==> src/rtl/igf_pkg.sv <==
package igf_pkg;
  localparam int unsigned SLOTS_DEF = 4;
  localparam int unsigned CL_W_DEF  = 2;
  localparam int unsigned REG_W_DEF = 4;
endpackage

==> src/rtl/igf_span.sv <==
module igf_span #(
  parameter int unsigned CL_W = igf_pkg::CL_W_DEF,
  localparam int unsigned NCL = 1 << CL_W
) (
  input  logic [CL_W-1:0] cl,
  input  logic            pair,
  output logic [CL_W-1:0] lo,
  output logic [CL_W-1:0] hi,
  output logic [NCL-1:0]  occ
);
  localparam logic [CL_W-1:0] LSB = CL_W'(1);
  localparam logic [NCL-1:0]  ONE = NCL'(1);

  always_comb begin
    if (pair) begin
      lo  = cl & ~LSB;
      hi  = cl | LSB;
      occ = (ONE << cl) | (ONE << (cl ^ LSB));
    end else begin
      lo  = cl;
      hi  = cl;
      occ = ONE << cl;
    end
  end
endmodule

==> src/rtl/igf_chain.sv <==
module igf_chain #(
  parameter int unsigned SLOTS = igf_pkg::SLOTS_DEF,
  parameter int unsigned CL_W  = igf_pkg::CL_W_DEF,
  localparam int unsigned CNT_W = $clog2(SLOTS + 1)
) (
  input  logic [SLOTS-1:0]      valid,
  input  logic [SLOTS*CL_W-1:0] lo,
  input  logic [SLOTS*CL_W-1:0] hi,
  output logic [SLOTS-1:0]      take,
  output logic [CNT_W-1:0]      count
);
  assign take[0] = valid[0];

  genvar k;
  generate
    for (k = 1; k < SLOTS; k++) begin : g_link
      logic above;
      assign above   = lo[k*CL_W +: CL_W] > hi[(k-1)*CL_W +: CL_W];
      assign take[k] = take[k-1] & valid[k] & above;
    end
  endgenerate

  always_comb begin
    count = '0;
    for (int i = 0; i < SLOTS; i++) begin
      count = count + CNT_W'(take[i]);
    end
  end
endmodule

==> src/rtl/issue_group_former.sv <==
module issue_group_former #(
  parameter int unsigned SLOTS = igf_pkg::SLOTS_DEF,
  parameter int unsigned CL_W  = igf_pkg::CL_W_DEF,
  parameter int unsigned REG_W = igf_pkg::REG_W_DEF,
  localparam int unsigned DW    = CL_W + REG_W,
  localparam int unsigned NCL   = 1 << CL_W,
  localparam int unsigned CNT_W = $clog2(SLOTS + 1)
) (
  input  logic                 clk,
  input  logic                 rst_n,
  input  logic                 hold,
  input  logic [SLOTS-1:0]     win_valid,
  input  logic [SLOTS*DW-1:0]  win_dest,
  input  logic [SLOTS-1:0]     win_pair,
  output logic [CNT_W-1:0]     iss_count,
  output logic [SLOTS-1:0]     iss_mask,
  output logic [SLOTS*NCL-1:0] iss_steer,
  output logic [CNT_W-1:0]     consumed
);
  logic [SLOTS*CL_W-1:0] lo_all, hi_all;
  logic [SLOTS*NCL-1:0]  occ_all, steer_nx;
  logic [SLOTS-1:0]      take;
  logic [CNT_W-1:0]      count_nx;

  genvar k;
  generate
    for (k = 0; k < SLOTS; k++) begin : g_slot
      igf_span #(.CL_W(CL_W)) u_span (
        .cl   (win_dest[k*DW + REG_W +: CL_W]),
        .pair (win_pair[k]),
        .lo   (lo_all[k*CL_W +: CL_W]),
        .hi   (hi_all[k*CL_W +: CL_W]),
        .occ  (occ_all[k*NCL +: NCL])
      );
      assign steer_nx[k*NCL +: NCL] = take[k] ? occ_all[k*NCL +: NCL] : '0;
    end
  endgenerate

  igf_chain #(.SLOTS(SLOTS), .CL_W(CL_W)) u_chain (
    .valid (win_valid),
    .lo    (lo_all),
    .hi    (hi_all),
    .take  (take),
    .count (count_nx)
  );

  always_ff @(posedge clk or negedge rst_n) begin
    if (!rst_n) begin
      iss_count <= '0;
      iss_mask  <= '0;
      iss_steer <= '0;
    end else if (hold) begin
      iss_count <= '0;
      iss_mask  <= '0;
      iss_steer <= '0;
    end else begin
      iss_count <= count_nx;
      iss_mask  <= take;
      iss_steer <= steer_nx;
    end
  end

  assign consumed = iss_count;

  assert_hold_zero_R2: assert property (@(posedge clk) disable iff (!rst_n)
    hold |=> (iss_count == '0 && iss_steer == '0));

  assert_first_issues_R3: assert property (@(posedge clk) disable iff (!rst_n)
    (!hold && win_valid[0]) |=> iss_mask[0]);

  assert_mask_prefix_R7: assert property (@(posedge clk) disable iff (!rst_n)
    (((iss_mask & (iss_mask + SLOTS'(1))) == '0) &&
     ($countones(iss_mask) == int'(iss_count))));

  generate
    for (k = 0; k < SLOTS; k++) begin : g_chk_slot
      assert_steer_gated_R8: assert property (@(posedge clk) disable iff (!rst_n)
        !iss_mask[k] |-> (iss_steer[k*NCL +: NCL] == '0));
    end
    for (k = 0; k < NCL; k++) begin : g_chk_cl
      logic [SLOTS-1:0] column;
      for (genvar s = 0; s < SLOTS; s++) begin : g_col
        assign column[s] = iss_steer[s*NCL + k];
      end
      assert_cluster_once_R4: assert property (@(posedge clk) disable iff (!rst_n)
        $onehot0(column));
    end
  endgenerate
endmodule

==> config.mk <==
export PLATFORM = sky130hd
export DESIGN_NAME = issue_group_former
export DESIGN_NICKNAME = d
export VERILOG_FILES = /design/src/rtl/igf_pkg.sv /design/src/rtl/igf_span.sv /design/src/rtl/igf_chain.sv /design/src/rtl/issue_group_former.sv
export SDC_FILE = /design/constraint.sdc
export NUM_CORES = 1
export LEC_CHECK = 0
export ABC_CLOCK_PERIOD_IN_PS = 800
export BUFFER_PORTS_ARGS = -buffer_cell sky130_fd_sc_hd__buf_2
export CAP_MARGIN = 20
export CORE_MARGIN = 4
export CORE_UTILIZATION = 43
export DETAILED_ROUTE_END_ITERATION = 7
export PLACE_DENSITY = 0.84
export SYNTH_ARGS = -nofsm -noshare
export SYNTH_HDL_FRONTEND = slang
export SYNTH_SLANG_ARGS = --single-unit
==> constraint.sdc <==
create_clock -name clk -period 0.8 [get_ports clk]
set_clock_uncertainty 0.1 [all_clocks]
set_input_delay 0.12 -clock clk [delete_from_list [all_inputs] [get_ports clk]]
set_output_delay 0.12 -clock clk [all_outputs]
set_load 0.05 [all_outputs]
## After elaboration in Yosys (flattened, before gate mapping)

Cells that the tools add are included.

| storage, ports and cells | value |
|---|---|
| bits in registers | 23 |
| bits in latches | 0 |
| memory bits (writable) | 0 |
| ROM bits | 0 |
| input port bits | 35 |
| output and inout port bits | 26 |
| word-level logic and storage cells | 48 |
| memories kept | 0 |

| cells by class | value |
|---|---|
| add/subtract/negate cells | 3 |
| $mul | 0 |
| div/mod/pow operators | 0 |
| $lt $le $gt $ge | 3 |
| equal/unequal tests | 0 |
| shifts and indexed selects | 8 |
| mux-type cells | 17 |
| bitwise gates (word level) | 14 |
| reduce and logical (&&, ||, !) cells | 0 |

Operators by type and width:

| cell | count |
|---|---|
| 2-to-1 mux 4 bit | 9 |
| << shifter 1 x 2 -> 4 bit, first input constant | 8 |
| 2-to-1 mux 16 bit | 1 |
| bitwise OR 4 bit | 4 |
| adder 3 x 1 -> 3 bit | 2 |
| AND 1 bit | 6 |
| greater-than comparator 2 bit | 3 |
| 2-to-1 mux 1 bit | 6 |
| inverter 1 bit | 4 |
| 2-to-1 mux 3 bit | 1 |
| adder 1 x 1 -> 2 bit | 1 |

## Logic depth before layout (Yosys ltp)

Gate-level depths: netlist of the first run.

| depth | value |
|---|---|
| word-level depth | 9 |
| gate-level depth with buffers | 12 |
| gate-level depth less buffers | 12 |

## Modules after synthesis

Synthesis of the first run repeated with hierarchy kept, for this count alone.

| second synthesis, totals | value |
|---|---|
| cells, all modules | 112 |
| area, all modules | 1,244.9 um2 |

Modules (own cells, without submodules):

| module | instances | cells an instance | area an instance (um2) | seq. area each (um2) |
|---|---|---|---|---|
| issue_group_former | 1 | 51 | 794.5 | 575.6 |
| igf_chain | 1 | 29 | 230.2 | 0.0 |
| igf_span | 4 | 8 | 55.1 | 0.0 |

## Least setup slack after synthesis of the first run

No wires, ideal clock.

| timing | value |
|---|---|
| kind | input to register |
| from | input port win_pair[2] |
| to | register iss_count[1] (netlist: consumed[1]) |
| library setup time | 0.118 ns |
| arrival time | 2.108 ns |
| required time | 0.582 ns |
| setup slack | -1.526 ns |
| stages on the path | 9 |
| path buffers | 0 |
| path through | or2_2 -> ha_1 -> a21boi_1 -> o21ai_1 -> or3_1 -> fa_1 -> inv_1 -> ha_1 -> nor2b_1 |

| on the way | value |
|---|---|
| word-level cells in the longest chain between the ends | 7 |
| elaborated cells on any way between the ends | 10 |
| those cells by class | 2 x add/sub; 2 x order compare; 3 x mux; 3 x bitwise |

Ends and longest elaborated chain:

| element | line | text |
|---|---|---|
| start: declaration | issue_group_former.sv:14 | `input logic [SLOTS-1:0] win_pair,` |
| branches (longest 5 deep; another with adder 3 x 1 -> 3 bit) | n/a |  |
| adder 3 x 1 -> 3 bit (*) | igf_chain.sv:26 | `count = count + CNT_W'(take[i]);` |
| 2-to-1 mux 3 bit (*) | issue_group_former.sv:52 | `end else if (hold) begin` |
| end signal: assignment | issue_group_former.sv:57 | `iss_count <= count_nx;` |
| end: declaration | issue_group_former.sv:15 | `output logic [CNT_W-1:0] iss_count,` |

Every way passes the cells marked *.

## Worst setup path after layout of the first run

| timing | value |
|---|---|
| from | input port win_dest[11] |
| to | register iss_count[1] (netlist: consumed[1]) |

| on the way | value |
|---|---|
| word-level cells in the longest chain between the ends | 8 |
| elaborated cells on any way between the ends | 11 |
| those cells by class | 3 x add/sub; 2 x order compare; 1 x mux; 5 x bitwise |

Ends and longest elaborated chain:

| element | line | text |
|---|---|---|
| start: declaration | issue_group_former.sv:13 | `input logic [SLOTS*DW-1:0] win_dest,` |
| branches (longest 6 deep; another with adder 3 x 1 -> 3 bit) | n/a |  |
| adder 3 x 1 -> 3 bit (*) | igf_chain.sv:26 |  |
| 2-to-1 mux 3 bit (*) | issue_group_former.sv:52 |  |

Marks and branches as above.

==> metrics.yaml, run 1 <==
final_layout:
  diodes: 0
  regArea_um2: 603.1
  fin_util_pct: 88.43
  area_delta_synth_final_pct: 94.77
  design_area_um2: 2191
  multi_input_area_um2: 765.7
  fill_cells: 100
  final_cells: 207
  drive_gt1_share_pct: 85.31
  num-nets-final: 222
  layout_common_cells: "32 x buf_6, 29 x buf_4, 22 x dfrtp_2"
  final_common_cell: "buf_6"
power_and_ir_drop:
  clock_power_share_pct: 21.1
  p_switching_uw: 851.0
  power_density_nw_per_um2: 1198
  power.leakage_uw: 0.001026
  peakVddDrop_v: 0.001076
  sw_frac_of_total_pct: 32.44
  p_int_uw: 1773
  p_comb_share_pct: 33.3
  seqPwrFrac_pct: 45.7
synthesis:
  syn_avg_cell_area_um2: 11.14
  synth_cell_type_count: 24
  synthFlopType: "dfrtp_1"
  synth_fp_nets: 145
  synth_edf_count: 0
  syn_inst: 101
  yosys_warnings: 0
  async_flop_share_pct: 100.0
  ys_seq_elements: 23
  synth_area_um2: 1125
  ys_seq_area_share_pct: 51.17
detailed_routing:
  routed_via_density: 5.319
  num_vias: 1101
  drc: 0
  ant_nets: 0
  drtPass1Iterations: 4
  drt_iter0_markers: 32
  wirelength_um: 4327
  routedWlPerCell_um: 20.90
outcome:
  status: "complete, but fails checks"
  violations: "hold timing, setup timing"
critical_path:
  worstPathArrival_ns: 2.06
  cp-end-kind: "flop"
  critPathKind: "in -> reg"
  startpoint: "win_dest[11]"
  crit_required_ns: 0.92
  path_buf_inv: 4
  cp_max_fo: 4
  max_stage_delay_ns: 0.37
  crit_family: "adder cells"
  crit_slowest_cell: "fa_2"
  cp_cell_sequence: "buf_4 -> ha_4 -> nor2b_4 -> o211ai_4 -> inv_2 -> ha_1 -> inv_1 -> fa_2 -> inv_2 -> ha_4 -> nor2b_1"
  start_kind: "primary input"
grt:
  grt_usage_pct: 22.71
  antenna_found_initial: 0
  grt_start_max_net_pins: 24
  grt_pass1_wl_um: 5802
  grt-ovfl-total: 0
  grt_pass1_vias: 1186
die:
  dieArea_um2: 3498
  die_w_um: 59.15
  coreArea_um2: 2477
  die_h_um: 59.15
  initial_core_util_pct: 45.40
  ios: 61
  rows: 18
worst_hold_path:
  hp-class: "in -> async"
placed_design:
  globalplace.congestion: 0.8440
  post-dp-hpwl_um: 2299
  dp_cells: 194
  dpl-instance-area_um2: 1732
  port_buffers: 44
cts:
  clkTransAtPathRegs_ns: 0.13
  cts_root_buffer: "clkbuf_4"
  cts_sinks: 23
  cts_buffers: 3
  cts.path.max_buffers: 2
  h-tree-depth: 1
  cts_tree: "yes"
timing:
  fmax_mhz: 515.0
  whs_ns: -0.3478
  hold_viol_final: 27
  setup_ws_ns: -1.142
  period_minus_slack_ns: 1.942
  grt_setup_unrepaired: "true"
  slew_headroom_pct: 65.63
  finalSetupViolCount: 44
  finalSetupTns_ns: -18.09
  finalCritPeriodShare_pct: 242.7
  slew_viol_final: 0
  tightestPinTransition_ns: 0.5156
run:
  cap_violations: 0
## repair_timing
| action | 4_1_cts | 5_1_grt |
|---|---|---|
| cloned | 0 | 1 |
| endpoints found under the hold margin | 25 | 31 |
| resized for setup | 69 | 25 |
| buffers inserted | 2 | 10 |
| setup endpoints to repair | 44 | 44 |
| pin swaps | 4 | 10 |
## per-stage QoR
stage / power, uW / worst slack [ns]
CTS: 2485 / -1.081
global placement: 1825 / -1.400
detailed placement: 1854 / -1.485
floorplan: 1609 / -1.300
finish: 2624 / -1.142
global route: 2711 / -1.186
## cells in the mapped netlist, types with 2 or more instances
master	n	area, um2
nor4_1	2	12.51
nand2_1	10	37.54
nand2b_1	3	18.77
ha_1	8	100.1
buf_4	4	30.03
nor2_1	8	30.03
nor2b_4	2	27.53
nor2b_1	5	31.28
nor3_1	7	35.03
nor3b_1	2	15.01
inv_1	10	37.54
dfrtp_1	23	575.6
o2111ai_1	3	26.28
or2_2	4	25.02
## layout make-up
cell class | instances | area share (%)
Clock inverter | 1 | 0.2284
Clock buffer | 3 | 1.028
Inverter | 10 | 1.999
Sequential cell | 23 | 27.53
Multi-Input combinational cell | 63 | 34.95
Timing Repair Buffer | 77 | 32.55
Tap cell | 30 | 1.713
## power groups by stage
stage / registers [uW] / logic [uW] / clock network (uW)
finish: 1200 / 873 / 552
global placement: 1210 / 613 / 0
detailed placement: 1210 / 640 / 0
floorplan: 1290 / 318 / 0
CTS: 1200 / 734 / 554
global route: 1200 / 920 / 590
## logic make-up after synthesis
group,after synthesis,synth area share (%)
AND/OR/NAND/NOR,47,24.69
flip-flops,23,51.17
buffers and inverters,15,7.008
adder cells (fa/ha/maj),9,10.68
AO/OA/AOI/OAI,7,6.452
## final timing paths
kind	endpoint	depth (start not counted)	slack [ns]
worst max-delay path	consumed[1]	11	-1.14
worst min-delay path	iss_steer[4]	1	-0.35
max in group asynchronous	iss_steer[0]	1	0.57
min in group clk	iss_steer[11]	3	-0.03
## registers in the layout, indices dropped and copies added, names as in the netlist
| signal | flops |
|---|---|
| iss_steer | 16 |
| iss_mask | 4 |
| consumed | 3 |
## layer usage
| metal | wire [um] | track usage [%] | part of all wire, % | vias to the layer above |
|---|---|---|---|---|
| met5 | 0 | 0 | 0 | - |
| met4 | 257 | 10.36 | 5.9 | 0 |
| met3 | 219 | 1.743 | 5.1 | 20 |
| met2 | 2305 | 42.43 | 53 | 57 |
| met1 | 1545 | 26.01 | 36 | 541 |
| li1 | - | - | - | 483 |
Note: power is estimated with default switching activity, not from simulation.
==> run 2: changes to the inputs <==
--- a/config.mk
+++ b/config.mk
@@ -12,6 +12,7 @@
 export CORE_UTILIZATION = 43
 export DETAILED_ROUTE_END_ITERATION = 7
 export PLACE_DENSITY = 0.84
+export SKIP_CTS_REPAIR_TIMING = 1
 export SYNTH_ARGS = -nofsm -noshare
 export SYNTH_HDL_FRONTEND = slang
 export SYNTH_SLANG_ARGS = --single-unit
==> run 2 against run 1 <==
  * Largest power group unchanged
  * Critical path type unchanged
  * The flow still finishes with violations (hold timing, setup timing)
  * Utilization grew 0.15 points
  * Critical path depth shrank 1
  * Via count shrank 3.0%
  * Flip-flop and latch count is the same
  * Sequential power is essentially flat
  * Worst hold slack lost 0.0037 ns
  * Non-clock buffer count shrank 3
  * First-iteration DRC count shrank 6.3%
  * Power is essentially flat
==> metrics.yaml, run 2 (synthesized netlist as in run 1, its figures left out) <==
cts:
  cts.path.max_buffers: 2  # unchanged
  h-tree-depth: 1  # unchanged
  cts_root_buffer: "clkbuf_4"
  clkTransAtPathRegs_ns: 0.14  # about the same
  cts_sinks: 23  # unchanged
  cts_buffers: 3  # unchanged
  cts_tree: "yes"
final_layout:
  drive_gt1_share_pct: 85.06  # -0.25 points
  layout_common_cells: "35 x buf_6, 22 x dfrtp_2, 22 x buf_4"
  fin_util_pct: 88.59  # +0.15 points
  area_delta_synth_final_pct: 95.11
  final_cells: 204  # -1.4%
  final_common_cell: "buf_6"
  regMostFlops: "iss_steer"
  fill_cells: 108  # +8.0%
  largest_reg_flops: 16  # unchanged
  diodes: 0  # unchanged
  num-nets-final: 219  # -1.4%
die:
  ios: 61  # unchanged
  dieArea_um2: 3498  # unchanged
  coreArea_um2: 2477  # unchanged
  die_h_um: 59.15  # unchanged
  die_w_um: 59.15  # unchanged
  initial_core_util_pct: 45.40  # unchanged
  rows: 18  # unchanged
power_and_ir_drop:
  power_uw: 2625  # about the same
  power.leakage_uw: 0.001007  # -1.9%
  power_density_nw_per_um2: 1196  # -0.14%
  peakVddDrop_v: 0.001273  # +18%
grt:
  grt_pass1_vias: 1062  # -10%
  grt-ovfl-total: 0  # unchanged
  grt_usage_pct: 18.07  # -4.6 points
  grt_pass1_wl_um: 4767  # -18%
  grt_start_max_net_pins: 24  # unchanged
  antenna_found_initial: 0  # unchanged
critical_path:
  cp-end-kind: "flop"
  crit_required_ns: 0.92  # about the same
  cp_max_fo: 2  # -2
  worstPathArrival_ns: 2.07  # about the same
  critPathKind: "in -> reg"
  start_kind: "primary input"
timing:
  slew_headroom_pct: 65.48  # -0.15 points
  tightestPinTransition_ns: 0.5178  # +0.002191 ns
  fmax_mhz: 513.1  # -0.37%
  whs_ns: -0.3515  # -0.003711 ns
  setup_ws_ns: -1.149  # -0.007230 ns
  finalSetupTns_ns: -17.71  # +0.3822 ns
  grt_setup_unrepaired: "true"
  finalCritPeriodShare_pct: 243.6  # +0.90 points
  period_minus_slack_ns: 1.949  # +0.007230 ns
  hold_viol_final: 28  # +3.7%
  finalSetupViolCount: 44  # unchanged
  slew_viol_final: 0  # unchanged
placed_design:
  port_buffers: 44  # unchanged
  globalplace.congestion: 0.8440  # unchanged
  post-dp-hpwl_um: 2299  # unchanged
  dp_cells: 194  # unchanged
detailed_routing:
  wl_met3_um: 188  # -14%
  routed_via_density: 5.235  # -1.6%
  ant_nets: 0  # unchanged
  drtPass1Iterations: 4  # unchanged
  wirelength_um: 4052  # -6.4%
  routedWlPerCell_um: 19.86  # -5.0%
  drc: 0  # unchanged
  wl_met2_um: 2132  # -7.5%
  drt_iter0_markers: 30  # -6.3%
  num_vias: 1068  # -3.0%
  top_layer_used: "met4"
  met1_length_um: 1474  # -4.6%
run:
  cap_violations: 0  # unchanged
outcome:
  violations: "hold timing, setup timing"
  status: "complete, but fails checks"
worst_hold_path:
  hp-class: "in -> async"
run 2: cell types whose count changed in the layout (fill, tap and decap cells not counted):
cell     previous run  this run
buf_6              32        35
nor3_4              2         1
buf_8               2         3
nor3_2              3         4
nor3b_2             2         1
ha_4                6         7
ha_1                2         1
nor3b_4             0         1
buf_4              29        22
inv_2               5         4
inv_1               3         4
nand2_2             0         1
nand2_4             2         1
run 2: worst paths after layout:
kind / startpoint / endpoint / slack (ns) / depth (start not counted)
setup / recovery: win_pair[3] / consumed[1] / -1.15 / 10
hold / removal: rst_n / iss_steer[9] / -0.35 / 1
max in group asynchronous: rst_n / iss_steer[0] / 0.57 / 1
min in group clk: win_dest[5] / iss_steer[1] / -0.03 / 3
run 2: worst max-delay path, stage by stage:
cell and delay, ns:
buf_2 0.10, nand2b_1 0.21, ha_4 0.28, a21boi_4 0.14, o21ai_2 0.09, or3_4 0.37
fa_2 0.35, inv_2 0.08, ha_4 0.19, nor2b_1 0.12
run 2: cell type report:
| class | instances | area, um2 | share of cell area, % |
|---|---|---|---|
| multi-input combinational | 63 | 773.2 | 35.23 |
| timing repair buffer | 74 | 709.4 | 32.33 |
| sequential | 23 | 603.1 | 27.48 |
| inverter | 10 | 43.79 | 1.995 |
| tap | 30 | 37.54 | 1.710 |
| clock buffer | 3 | 22.52 | 1.026 |
| clock inverter | 1 | 5.005 | 0.2281 |
run 2: through the flow:
stage | setup slack [ns] | area, um2 | hold slack [ns]
after floorplan | -1.300 | 1341 | -0.2756
after global placement | -1.400 | 1732 | 0.001653
after detailed placement | -1.485 | 1732 | 0.02055
after CTS | -1.131 | 1759 | -0.3321
after global routing | -1.176 | 2195 | -0.3161
final | -1.149 | 2195 | -0.3515
run 2: layer usage:
metal | track usage, % | vias to the layer above
li1 | - | 479
met1 | 20.28 | 520
met2 | 34.86 | 50
met3 | 1.525 | 19
met4 | 6.796 | 0
met5 | 0 | -
run 2: where the power goes:
group / total [uW] / internal [uW] / leakage [uW] / switching, uW
registers: 1200 / 1190 / 0.000282 / 11.9
logic: 867 / 408 / 0.000707 / 460
clock network: 560 / 187 / 0.0000177 / 373
total: 2620 / 1780 / 0.00101 / 844
